===== config.mk =====
export PLATFORM = sky130hd
export DESIGN_NAME = cprop_unit
export DESIGN_NICKNAME = d
export VERILOG_FILES = /design/src/rtl/cprop_pkg.sv /design/src/rtl/cprop_sched_dec.sv /design/src/rtl/cprop_lane.sv /design/src/rtl/cprop_merge.sv /design/src/rtl/cprop_unit.sv
export SDC_FILE = /design/constraint.sdc
export NUM_CORES = 2
export LEC_CHECK = 0
export ABC_AREA = 1
export BUFFER_PORTS_ARGS = -buffer_cell sky130_fd_sc_hd__buf_2
export CORE_UTILIZATION = 45
export DETAILED_ROUTE_END_ITERATION = 12
export PLACE_DENSITY = 0.67
export SLEW_MARGIN = 20
export SYNTH_ARGS = -nofsm -noshare
export SYNTH_HDL_FRONTEND = slang
export SYNTH_SLANG_ARGS = --single-unit
export TNS_END_PERCENT = 50

===== constraint.sdc =====
create_clock -name clk_i -period 7.9 [get_ports clk_i]
set_input_delay 0.395 -clock clk_i [delete_from_list [all_inputs] [get_ports clk_i]]
set_output_delay 0.395 -clock clk_i [all_outputs]
set_load 0.03 [all_outputs]

===== src/rtl/cprop_pkg.sv =====
package cprop_pkg;

  typedef enum logic [2:0] {
    CLS_RM     = 3'd0,
    CLS_SETVL  = 3'd1,
    CLS_SWZ    = 3'd2,
    CLS_REMAP  = 3'd3,
    CLS_SVRMAP = 3'd4,
    CLS_RSVD   = 3'd5
  } ctx_cls_e;

  localparam int unsigned NUM_CLS = 6;

  function automatic ctx_cls_e cls_of(input logic [7:0] tbyte);
    ctx_cls_e c;
    unique case (tbyte[7:4])
      4'h0:    c = (tbyte[3:0] == 4'h0) ? CLS_RM :
                   (tbyte[3:0] == 4'h1) ? CLS_SETVL : CLS_RSVD;
      4'h1:    c = CLS_SWZ;
      4'h2:    c = CLS_REMAP;
      4'h3:    c = CLS_SVRMAP;
      default: c = CLS_RSVD;
    endcase
    return c;
  endfunction

endpackage


===== src/rtl/cprop_sched_dec.sv =====
module cprop_sched_dec #(
  parameter int unsigned SCHED_W = 21,
  localparam int unsigned BITS_W = SCHED_W - 1,
  localparam int unsigned CNT_W  = $clog2(SCHED_W)
) (
  input  logic [SCHED_W-1:0] imm_i,
  output logic [BITS_W-1:0]  bits_o,
  output logic [CNT_W-1:0]   cnt_o
);

  logic               found;
  logic [CNT_W-1:0]   tz;
  logic [SCHED_W-1:0] shifted;

  always_comb begin
    found = 1'b0;
    tz    = '0;
    for (int k = 0; k < SCHED_W; k++) begin
      if (!found && imm_i[k]) begin
        found = 1'b1;
        tz    = CNT_W'(k);
      end
    end
    shifted = imm_i >> tz;
    bits_o  = found ? shifted[SCHED_W-1:1] : '0;
    cnt_o   = found ? (CNT_W'(BITS_W) - tz) : '0;
  end

  always_comb begin
    assert_cnt_range_R2: assert (cnt_o <= CNT_W'(BITS_W));
  end

endmodule


===== src/rtl/cprop_lane.sv =====
module cprop_lane #(
  parameter int unsigned DEPTH  = 40,
  parameter int unsigned CTX_W  = 32,
  parameter int unsigned BITS_W = 20,
  parameter int unsigned CNT_W  = 5,
  localparam int unsigned OFF_W = $clog2(DEPTH + 1)
) (
  input  logic              clk_i,
  input  logic              rst_ni,
  input  logic              retire_i,
  input  logic              ins_en_i,
  input  logic [CTX_W-1:0]  ins_ctx_i,
  input  logic [BITS_W-1:0] ins_bits_i,
  input  logic [CNT_W-1:0]  ins_cnt_i,
  output logic              head_o,
  output logic [CTX_W-1:0]  ctx_o,
  output logic              ovf_o
);

  logic [DEPTH-1:0]        fifo_q, fifo_s, fifo_d;
  logic [OFF_W-1:0]        off_q, off_s, off_d, room, take, cnt_w;
  logic [CTX_W-1:0]        ctx_q;
  logic [BITS_W-1:0]       masked;
  logic [DEPTH+BITS_W-1:0] ext;

  // shift first, then append at the post-shift fill level
  always_comb begin
    off_s  = (retire_i && off_q != '0) ? off_q - 1'b1 : off_q;
    fifo_s = retire_i ? (fifo_q >> 1) : fifo_q;
    room   = OFF_W'(DEPTH) - off_s;
    cnt_w  = OFF_W'(ins_cnt_i);
    take   = (cnt_w > room) ? room : cnt_w;
    for (int k = 0; k < BITS_W; k++) begin
      masked[k] = ins_bits_i[k] && (OFF_W'(k) < take);
    end
    ext    = {{DEPTH{1'b0}}, masked} << off_s;
    fifo_d = ins_en_i ? (fifo_s | ext[DEPTH-1:0]) : fifo_s;
    off_d  = ins_en_i ? (off_s + take) : off_s;
    ovf_o  = ins_en_i && (cnt_w > room);
  end

  always_ff @(posedge clk_i or negedge rst_ni) begin
    if (!rst_ni) begin
      fifo_q <= '0;
      off_q  <= '0;
      ctx_q  <= '0;
    end else begin
      fifo_q <= fifo_d;
      off_q  <= off_d;
      if (ins_en_i) ctx_q <= ins_ctx_i;
    end
  end

  assign head_o = fifo_q[0];
  assign ctx_o  = ctx_q;

  assert_fill_bound_R8: assert property (@(posedge clk_i) disable iff (!rst_ni)
    off_q <= OFF_W'(DEPTH));

  assert_tail_clear_R3: assert property (@(posedge clk_i) disable iff (!rst_ni)
    (fifo_q >> off_q) == '0);

  assert_drain_R5: assert property (@(posedge clk_i) disable iff (!rst_ni)
    (retire_i && !ins_en_i && off_q != '0) |=> (off_q == $past(off_q) - 1'b1));

  assert_idle_lane_R3: assert property (@(posedge clk_i) disable iff (!rst_ni)
    (!retire_i && !ins_en_i) |=> ($stable(fifo_q) && $stable(off_q)));

endmodule


===== src/rtl/cprop_merge.sv =====
module cprop_merge
  import cprop_pkg::*;
#(
  parameter int unsigned N     = 7,
  parameter int unsigned CTX_W = 32
) (
  input  logic [N-1:0]            head_i,
  input  logic [N-1:0][CTX_W-1:0] ctx_i,
  output logic [CTX_W-1:0]        merged_o,
  output logic                    any_o,
  output logic                    conflict_o
);

  logic [NUM_CLS-1:0] seen;

  always_comb begin
    merged_o = '0;
    seen     = '0;
    for (int i = 0; i < N; i++) begin
      if (head_i[i]) begin
        merged_o = merged_o | ctx_i[i];
        seen[cls_of(ctx_i[i][CTX_W-1 -: 8])] = 1'b1;
      end
    end
    any_o      = |head_i;
    conflict_o = ($countones(seen) > 1);
  end

endmodule


===== src/rtl/cprop_unit.sv =====
module cprop_unit #(
  parameter int unsigned NUM_CTX = 7,
  parameter int unsigned CTX_W   = 32,
  parameter int unsigned DEPTH   = 40,
  parameter int unsigned SCHED_W = 21,
  localparam int unsigned IDX_W  = $clog2(NUM_CTX + 1),
  localparam int unsigned BITS_W = SCHED_W - 1,
  localparam int unsigned CNT_W  = $clog2(SCHED_W)
) (
  input  logic               clk_i,
  input  logic               rst_ni,
  input  logic               ins_valid_i,
  input  logic [IDX_W-1:0]   ins_idx_i,
  input  logic [CTX_W-1:0]   ins_ctx_i,
  input  logic [SCHED_W-1:0] ins_sched_i,
  input  logic               retire_i,
  output logic [CTX_W-1:0]   ctx_o,
  output logic               ctx_valid_o,
  output logic               illegal_o,
  output logic               overflow_o
);

  logic [BITS_W-1:0]            dec_bits;
  logic [CNT_W-1:0]             dec_cnt;
  logic [NUM_CTX-1:0]           head, ovf;
  logic [NUM_CTX-1:0][CTX_W-1:0] ctx_bus;
  logic [CTX_W-1:0]             merged;
  logic                         any_hit, conflict;

  cprop_sched_dec #(.SCHED_W(SCHED_W)) u_dec (
    .imm_i (ins_sched_i),
    .bits_o(dec_bits),
    .cnt_o (dec_cnt)
  );

  for (genvar i = 0; i < NUM_CTX; i++) begin : g_lane
    cprop_lane #(
      .DEPTH (DEPTH),
      .CTX_W (CTX_W),
      .BITS_W(BITS_W),
      .CNT_W (CNT_W)
    ) u_lane (
      .clk_i     (clk_i),
      .rst_ni    (rst_ni),
      .retire_i  (retire_i),
      .ins_en_i  (ins_valid_i && (ins_idx_i == IDX_W'(i + 1))),
      .ins_ctx_i (ins_ctx_i),
      .ins_bits_i(dec_bits),
      .ins_cnt_i (dec_cnt),
      .head_o    (head[i]),
      .ctx_o     (ctx_bus[i]),
      .ovf_o     (ovf[i])
    );
  end

  cprop_merge #(.N(NUM_CTX), .CTX_W(CTX_W)) u_merge (
    .head_i    (head),
    .ctx_i     (ctx_bus),
    .merged_o  (merged),
    .any_o     (any_hit),
    .conflict_o(conflict)
  );

  always_ff @(posedge clk_i or negedge rst_ni) begin
    if (!rst_ni) begin
      ctx_o       <= '0;
      ctx_valid_o <= 1'b0;
      illegal_o   <= 1'b0;
      overflow_o  <= 1'b0;
    end else begin
      overflow_o <= |ovf;
      if (retire_i) begin
        ctx_o       <= merged;
        ctx_valid_o <= any_hit;
        illegal_o   <= conflict;
      end
    end
  end

  assert_illegal_needs_hit_R7: assert property (@(posedge clk_i) disable iff (!rst_ni)
    illegal_o |-> ctx_valid_o);

  assert_zero_when_none_R6: assert property (@(posedge clk_i) disable iff (!rst_ni)
    !ctx_valid_o |-> (ctx_o == '0));

  assert_hold_R11: assert property (@(posedge clk_i) disable iff (!rst_ni)
    !retire_i |=> ($stable(ctx_o) && $stable(ctx_valid_o) && $stable(illegal_o)));

  assert_ovf_cause_R8: assert property (@(posedge clk_i) disable iff (!rst_ni)
    overflow_o |-> $past(ins_valid_i && ins_idx_i != '0));

  assert_one_ovf_lane_R10: assert property (@(posedge clk_i) disable iff (!rst_ni)
    $onehot0(ovf));

endmodule


==> flow_summary.yaml <==
clock_tree:
  numCtsBuffers: 68
  h-tree-depth: 3
  path_clk_slew_ps: 60
  post_cts_buffers: 0
  clockBufferDepth: 3
  cts_resized: 0
  clkLatencyLatePin_ps: 660
  clock_sinks: 581
  clockRootBuffer: "clkbuf_16"
  cts_tree: "done"
synth:
  yosys_register_bits: 581
  syn_area_um2: 42100
  yosysSeqAreaShare_pct: 34.6
  synth_edf_count: 0
  synthCells: 6186
  synth.distinct_cells: 70
  avgSynthCellArea_um2: 6.80
  syn_nets: 6352
  yosys_warnings: 0
  synth_async_sr_flop_share_pct: 100
  synth_ff_type: "dfrtp_1"
setup_path:
  critPathArrivalTime_ps: 6750
  path_max_fanout: 27
  required_ps: 8440
  endpoint_kind: "flip-flop"
  crit_type: "reg -> reg"
  startpoint_type: "flip-flop"
grt:
  grt_pass1_vias: 40000
  grt_use_total_pct: 29.9
  antenna_found_initial: 5
  grt_max_degree: 176
  gr-total-overflow: 0
  grt_pass1_wl_mm: 226
layout:
  antennaDiodeCount: 0
  drive_above_1_share_pct: 8.73
  num-nets-final: 6276
  area_delta_synth_final_pct: 9.23
timing:
  hold_viol: 0
  worst_pin_slew_ps: 1260
  drv_slew: 0
  setup_violations: 0
  period_needed_ps: 6210
  fmax_mhz: 161
  setup_tns_ps: 0
  rsz0062_at_grt: "no"
  relSlewSlack_pct: 16.3
  period_share_pct: 78.6
  skew_ps: 33.8
routing:
  routed_wl_mm: 143
  m1WireLength_mm: 63.0
  num_vias: 43200
  vias_per_cell: 5.83
  firstDrtPassIters: 9
  wl_per_cell_um: 19.3
  met3_length_mm: 10.8
  wl_met2_mm: 64.1
  drtIter0Drc: 5001
  route.top_layer_used: "met5"
  ant_nets: 0
  route.detailed.drc: 0
floorplan:
  initial_core_util_pct: 45.7
  core-area_um2: 92100
  die_x_um: 308
  dieArea_um2: 94700
  num_io_pins: 95
  rows: 111
  die_h_um: 308
run_status:
  status: "complete, no violations"
placement:
  io_buffers: 94
  place_congestion: 0.975
  dp_hpwl_mm: 98.2
job:
  drv_cap: 0
hold_path:
  hold_class: "in -> reg"
==> metrics by stage <==
| stage | area, um2 | std cells | util (%) | hold WS [ps] | worst slack [ps] |
|---|---|---|---|---|---|
| 2_1_floorplan | 42100 | 6186 | - | 99.4 | 2620 |
| 3_3_place_gp | 43300 | 7260 | 47.1 | 443 | 1600 |
| 3_5_place_dp | 43300 | 7260 | 47.1 | 438 | 1390 |
| 4_1_cts | 45900 | 7406 | 49.9 | 9.30 | 1910 |
| 5_1_grt | 45900 | 7406 | 49.9 | 42.9 | 1290 |
| 6_report | 45900 | 7406 | 49.9 | 38.6 | 1690 |
==> metal layers <==
metal	vias up	track usage, %
li1	20700	-
met1	20400	42.0
met2	1780	46.7
met3	316	4.31
met4	4	11.2
met5	-	0
==> path summary, 6_finish.rpt <==
check	startpoint	endpoint	slack, ps	cells past startpoint
worst max-delay path	g_lane[4].u_lane.off_q[0]$_DFF_PN0_	g_lane[4].u_lane.fifo_q[30]$_DFF_PN0_	1690	27
worst min-delay path	ins_ctx_i[25]	g_lane[5].u_lane.ctx_o[25]$_DFFE_PN0P_	40	3
worst max register to register	g_lane[4].u_lane.off_q[0]$_DFF_PN0_	g_lane[4].u_lane.fifo_q[30]$_DFF_PN0_	1690	27
worst min register to register	g_lane[0].u_lane.fifo_q[39]$_DFF_PN0_	g_lane[0].u_lane.fifo_q[39]$_DFF_PN0_	480	2
max in group asynchronous	rst_ni	g_lane[2].u_lane.ctx_o[31]$_DFFE_PN0P_	5660	4
min in group asynchronous	rst_ni	g_lane[1].u_lane.fifo_q[5]$_DFF_PN0_	330	2
==> cells in the final DEF (no fill, tap or decap), types with 25 or more instances in the layout <==
cell type,synthesis,routed
o211ai_1,25,25
o21ai_0,526,526
buf_2,67,92
nand3_1,1241,1241
nand2_1,1745,1745
inv_1,405,401
nand4_1,92,92
inv_2,54,58
ha_1,97,97
clkbuf_16,0,68
o21ai_2,30,30
buf_4,9,75
nor2_1,291,289
o21ai_1,122,122
dfrtp_1,581,580
nor2_2,31,30
a221oi_1,40,40
mux2i_1,54,54
nand2_2,36,36
a21oi_1,162,162
==> critical path: stages (launching register included) <==
cell and delay, ps:
dfrtp_1 460, inv_1 100, ha_1 210, nand4_1 100, nand2_2 130, o21ai_2 170
buf_4 300, clkinv_1 700, ha_1 540, xnor2_1 450, ha_1 200, nand2_1 60
o21ai_0 160, a21oi_1 80, a21oi_1 380, nand3_4 220, inv_4 170, o21ai_2 180
nor2_1 300, nand4_1 170, nand3_1 200, nand3_1 130, nand3_1 160, nand3_1 130
o21ai_1 160, nand2_1 70, nand2_1 60, nand2_1 50
==> flip-flops by register name, summed over array words and instances, names as in the netlist <==
name and cells:
g_lane.u_lane.off_q 42, overflow_o 1, illegal_o 1, g_lane.u_lane.ctx_o 224, ctx_valid_o 1, g_lane.u_lane.fifo_q 280
ctx_o 32
==> cells by family after synthesis <==
family / count (synthesis) / synth area share, %
AO/OA/AOI/OAI: 1034 / 14.1
XOR/XNOR: 67 / 1.56
adder cells (fa/ha/maj): 106 / 3.31
buffers and inverters: 808 / 7.72
flip-flops: 581 / 34.6
multiplexers: 54 / 1.29
AND/OR/NAND/NOR: 3536 / 37.5
==> layout make-up <==
class / count / area [um2]
multi-input combinational: 4797 / 24400
clock inverter: 30 / 443
tap: 1243 / 1560
fill: 9318 / 46100
inverter: 469 / 1770
clock buffer: 93 / 1910
timing repair buffer: 193 / 1300
sequential: 581 / 14500
==> cells in the mapped netlist (13+ instances only) <==
cell      count  area share, %
mux2i_1      54            1.3
o21ai_1     122            1.5
nand2_2      36           0.54
dfrtp_1     581             35
nor2_2       31           0.46
clkbuf_1    223            2.0
nor3_1       19           0.23
nand3_2      20           0.48
ha_1         97            2.9
nand3_1    1241             15
a211oi_1     21           0.37
a221oi_1     40           0.83
o21ai_0     526            6.3
nor2_1      291            2.6
a22o_1       17           0.35
inv_2        54           0.48
o21ai_2      30           0.62
a21oi_1     162            1.9
nand4_1      92            1.4
nor2_4       14           0.37
nand2_1    1745             16
buf_1        30           0.27
xnor2_1      24           0.50
o211ai_1     25           0.45
inv_1       405            3.6
xor2_1       34           0.71
a31oi_1      22           0.33
o22ai_1      13           0.19
buf_2        67           0.80
==> what timing repair did <==
action,CTS,global route
hold buffers,23,0
endpoints found under the setup margin,0,0
endpoints found under the hold margin,102,0
Power is left out: the tool's default activity adds up to more than one toggle a clock period on the data nets, which glitch-free logic cannot reach.
